<file path="src/rtl/free_reg_list.sv">
module free_reg_list #(
  parameter int NUM_PREGS = 64,
  parameter int NUM_ARCH  = 32,
  parameter int ALLOC_W   = 4,
  parameter int COMMIT_W  = 4,
  localparam int PRW      = $clog2(NUM_PREGS),
  localparam int DEPTH    = NUM_PREGS - NUM_ARCH,
  localparam int QW       = $clog2(DEPTH),
  localparam int PTRW     = QW + 1
) (
  input  logic                    clk,
  input  logic                    rst_n,
  input  logic                    flush,
  input  logic                    redirect,
  input  logic                    walk,
  input  logic [ALLOC_W-1:0]      alloc_req,
  input  logic                    do_alloc,
  output logic [ALLOC_W*PRW-1:0]  alloc_preg,
  output logic                    can_alloc,
  input  logic [COMMIT_W-1:0]     commit_valid,
  input  logic [COMMIT_W-1:0]     commit_wen,
  input  logic [COMMIT_W*PRW-1:0] commit_old_preg
);
  // DEPTH must be a power of two: pointers carry one wrap bit above the index.
  logic [PRW-1:0]      q [DEPTH];
  logic [PTRW-1:0]     head, tail, arch_head;
  logic [PTRW-1:0]     req_pre [ALLOC_W+1];
  logic [PTRW-1:0]     rel_pre [COMMIT_W+1];
  logic [PTRW-1:0]     wr_ptr  [COMMIT_W];
  logic [COMMIT_W-1:0] rel_en;
  logic [PTRW-1:0]     free_cnt;
  logic                fire;

  assign rel_en    = commit_valid & commit_wen;
  assign free_cnt  = tail - head;
  assign can_alloc = free_cnt >= PTRW'(ALLOC_W);
  assign fire      = do_alloc & can_alloc & ~walk & ~redirect & ~flush;

  always_comb begin
    req_pre[0] = '0;
    for (int k = 0; k < ALLOC_W; k++)
      req_pre[k+1] = req_pre[k] + PTRW'(alloc_req[k]);
    rel_pre[0] = '0;
    for (int i = 0; i < COMMIT_W; i++) begin
      rel_pre[i+1] = rel_pre[i] + PTRW'(rel_en[i]);
      wr_ptr[i]    = tail + rel_pre[i];
    end
  end

  for (genvar k = 0; k < ALLOC_W; k++) begin : g_slot
    logic [PTRW-1:0] rd_ptr;
    assign rd_ptr = head + req_pre[k];
    assign alloc_preg[k*PRW +: PRW] = q[rd_ptr[QW-1:0]];
  end

  always_ff @(posedge clk) begin
    if (!rst_n) begin
      for (int i = 0; i < DEPTH; i++) q[i] <= PRW'(NUM_ARCH + i);
    end else if (!walk) begin
      for (int i = 0; i < COMMIT_W; i++)
        if (rel_en[i]) q[wr_ptr[i][QW-1:0]] <= commit_old_preg[i*PRW +: PRW];
    end
  end

  always_ff @(posedge clk) begin
    if (!rst_n) begin
      head      <= '0;
      tail      <= PTRW'(DEPTH);
      arch_head <= '0;
    end else begin
      if (!walk) begin
        tail      <= tail + rel_pre[COMMIT_W];
        arch_head <= arch_head + rel_pre[COMMIT_W];
      end
      if (flush)     head <= walk ? arch_head : arch_head + rel_pre[COMMIT_W];
      else if (walk) head <= head - rel_pre[COMMIT_W];
      else if (fire) head <= head + req_pre[ALLOC_W];
    end
  end
endmodule

</file>
<file path="config.mk">
export PLATFORM = sky130hd
export DESIGN_NAME = free_reg_list
export DESIGN_NICKNAME = d
export VERILOG_FILES = /design/src/rtl/free_reg_list.sv
export SDC_FILE = /design/constraint.sdc
export NUM_CORES = 1
export LEC_CHECK = 0
export ABC_AREA = 1
export BUFFER_PORTS_ARGS = -buffer_cell sky130_fd_sc_hd__buf_2
export CELL_PAD_IN_SITES_DETAIL_PLACEMENT = 1
export CELL_PAD_IN_SITES_GLOBAL_PLACEMENT = 1
export CORE_MARGIN = 2
export CORE_UTILIZATION = 40
export CTS_CLUSTER_DIAMETER = 100
export CTS_CLUSTER_SIZE = 28
export DETAILED_ROUTE_END_ITERATION = 6
export HOLD_SLACK_MARGIN = 0.12
export PLACE_DENSITY_LB_ADDON = 0.2
export SYNTH_ARGS = -nofsm -noshare
export SYNTH_HDL_FRONTEND = slang
export SYNTH_SLANG_ARGS = --single-unit
</file>
<file path="constraint.sdc">
create_clock -name clk -period 6.3 [get_ports clk]
set_input_delay 1.26 -clock clk [delete_from_list [all_inputs] [get_ports clk]]
set_output_delay 1.26 -clock clk [all_outputs]
set_load 0.05 [all_outputs]
</file>
==> flow_summary.json <==
{
  "routed_wl_um": 132100,
  "crit_path_start_kind": "input pin",
  "clk_pin_slew_ns": 0.11,
  "cts_hold_buffers": 0,
  "tritoncts": "built",
  "via_per_inst": 6.414,
  "synth-main-ff-cell": "edfxtp_1",
  "setup_viol": 0,
  "vias": 30583,
  "core_um2": 60580,
  "dpl.hpwl_um": 95000,
  "port_buffers": 66,
  "grt_antenna_before_repair": 10,
  "p_per_area_nw_per_um2": 224.2,
  "async_reset_ff_frac": 0,
  "clk_latency_ns": 0.53,
  "worstPathArrival_ns": 4.68,
  "crit_required_ns": 5.04,
  "power_mw": 5.832,
  "top_usage_layer": "met1",
  "synthTopCellsByCount": "nand2_1 (1051), nand3_1 (597), o21ai_0 (407), inv_1 (361), a21oi_1 (348)",
  "cap_violations": 0,
  "ys_top_cells_by_area": "edfxtp_1 (23%), nand2_1 (16%), nand3_1 (12%), o21ai_0 (8.3%), a21oi_1 (7.1%)",
  "rsz0062_at_grt": "false",
  "htree_levels": 1,
  "r2r-start": "tail[1]$_SDFFE_PN0N_",
  "die_x_um": 252.2,
  "grt_pass1_vias": 28057,
  "synth-adder-area-share": 0.02985,
  "max_slew.worst_pin.slew_ns": 1.304,
  "yosysMostFrequentCell": "nand2_1",
  "cts-root-buf": "clkbuf_16",
  "grt_pass1_wl_um": 191600,
  "worstSetupStartpoint": "alloc_req[0]",
  "gp_congestion": 1.028,
  "synth_compound_area_frac": 0.2047,
  "start_util": 0.4068,
  "fin_nets": 4068,
  "grtUsageTotal": 0.4055,
  "wire_per_inst_um": 27.71,
  "first_iter_violations": 4142,
  "fmax_mhz": 168.3,
  "grt_max_degree": 138,
  "drv_slew": 0,
  "fin_crit_sh": 0.9432,
  "avgSynthCellArea_um2": 5.970,
  "yosys.area_share.simple": 0.3938,
  "fp.dieH_um": 252.2,
  "netlist.area_leader.share": 0.2339,
  "ys_seq_elements": 215,
  "dr.pass1.iters": 6,
  "synth_fp_nets": 4221,
  "cts-buffers-inserted": 15,
  "yosysSeqAreaShare": 0.2526,
  "yosysUniqueCellTypes": 39,
  "die-area_um2": 63610,
  "rows": 90,
  "fin_crit_ns": 5.942,
  "synth-edff-count": 192,
  "grt_util_met1": 0.5802,
  "synth_top_family_by_area": "simple AND/OR/NAND/NOR gates",
  "synthCells": 4128,
  "hold_viol_final": 0,
  "clock_skew_ns": 0.03267,
  "outcome": "complete, no violations",
  "hp-start": "arch_head[5]$_SDFF_PN0_",
  "drc": 0,
  "cts_resized": 0,
  "muxShareOfSynthArea": 0.0004062,
  "p_leak_nw": 11.09,
  "maxSlewHeadroom": 0.1255,
  "worst-setup-path-type": "in -> out",
  "hp-class": "reg -> reg",
  "synth-xor-area-share": 0.007108,
  "drive_gt1_frac": 0.06528,
  "postCtsSetupBuffers": 0,
  "grt.met2_usage": 0.5780,
  "crit_fanout": 20,
  "clockBufferDepth": 3,
  "ant_nets": 0,
  "grt-ovfl-total": 0,
  "synth_area_leader_cell": "edfxtp_1",
  "pin_count": 67,
  "yosysWarnings": 0,
  "grt_use_met3": 0.08115,
  "area_growth_pct": 5.564,
  "syn-cell-area_um2": 24640,
  "vdd_drop_max_mv": 0.1362,
  "crit_path_end_kind": "output port",
  "setup_tns_ns": 0,
  "cts.sinks": 215
}
==> flip-flops by register name, indices dropped and copies added, names as in the netlist, named ones only <==
register / flops
q: 192
head: 6
tail: 6
arch_head: 6
==> through the flow <==
stage            util  instance area [µm²]  hold slack, ns  setup slack [ns]  instances
2_1_floorplan       -                24640          0.4608            0.7742       4128
3_3_place_gp   0.4203                25460          0.4806            0.4307       4740
3_5_place_dp   0.4203                25460          0.4981            0.4267       4740
4_1_cts        0.4293                26010          0.5133            0.4264       4765
5_1_grt        0.4293                26010          0.5317            0.2922       4765
6_report       0.4294                26020          0.5084            0.3577       4768
==> path summary, 6_finish.rpt <==
check	endpoint	slack (ns)	cells past startpoint
max	alloc_preg[20]	0.36	13
min	arch_head[5]$_SDFF_PN0_	0.51	2
max reg2reg	q[20][1]$_DFFE_PP_	1.80	8
min reg2reg	arch_head[5]$_SDFF_PN0_	0.51	2
==> cells by family (layout without fill, tap and decap cells) <==
logic type	Yosys count	after routing
flops	215	215
other cells	0	3
mux	1	1
compound gates	925	925
simple gates	2213	2213
fa+ha+maj	51	51
buf+inv	703	558
xor+xnor	20	20
==> cell type report <==
class	count	area [µm²]
timing repair buffer	141	985.9
sequential	215	6226
fill	8327	34570
inverter	392	1475
clock buffer	17	392.9
multi-input combinational	3210	15800
antenna	3	7.507
tap	782	978.4
clock inverter	8	153.9
==> where the power goes <==
part / total [mW] / internal (mW) / switching [mW]
registers: 1.68 / 1.59 / 0.0846
logic: 3.01 / 0.827 / 2.18
clock network: 1.15 / 0.505 / 0.643
total: 5.83 / 2.92 / 2.91
==> layer usage <==
layer	part of all wire	wire length, µm	vias up
met5	0.00079	104	-
met3	0.13	16870	406
met2	0.40	52890	1839
met1	0.41	54480	14666
li1	-	-	13662
met4	0.059	7758	10
==> cells in the final DEF (no fill, tap or decap), drive strengths merged <==
| cell type | instances |
|---|---|
| mux2i | 1 |
| o211ai | 138 |
| ha | 38 |
| nand3 | 611 |
| clkinv | 12 |
| nand3b | 1 |
| o22ai | 4 |
| nand4 | 124 |
| fa | 13 |
| nor2 | 365 |
| a21oi | 348 |
| edfxtp | 192 |
| clkbuf | 17 |
| nor3 | 56 |
| diode | 3 |
| a31oi | 6 |
| a21o | 1 |
| a211oi | 5 |
| inv | 388 |
| o21a | 11 |
| xor2 | 17 |
| nand2 | 1056 |
| o21ai | 408 |
| dfxtp | 23 |
| xnor2 | 3 |
| o221ai | 4 |
| buf | 141 |
==> worst max-delay path: stages <==
cell	delay (ns)
buf_2	0.13
fa_1	0.65
ha_4	0.15
inv_1	0.07
fa_4	0.98
inv_1	0.27
a21oi_1	0.17
o21ai_0	0.11
nand3_1	0.10
nand3_1	0.08
nand2_1	0.23
o21a_1	0.17
buf_2	0.27
No activity file was read; power rests on OpenSTA's default activity.
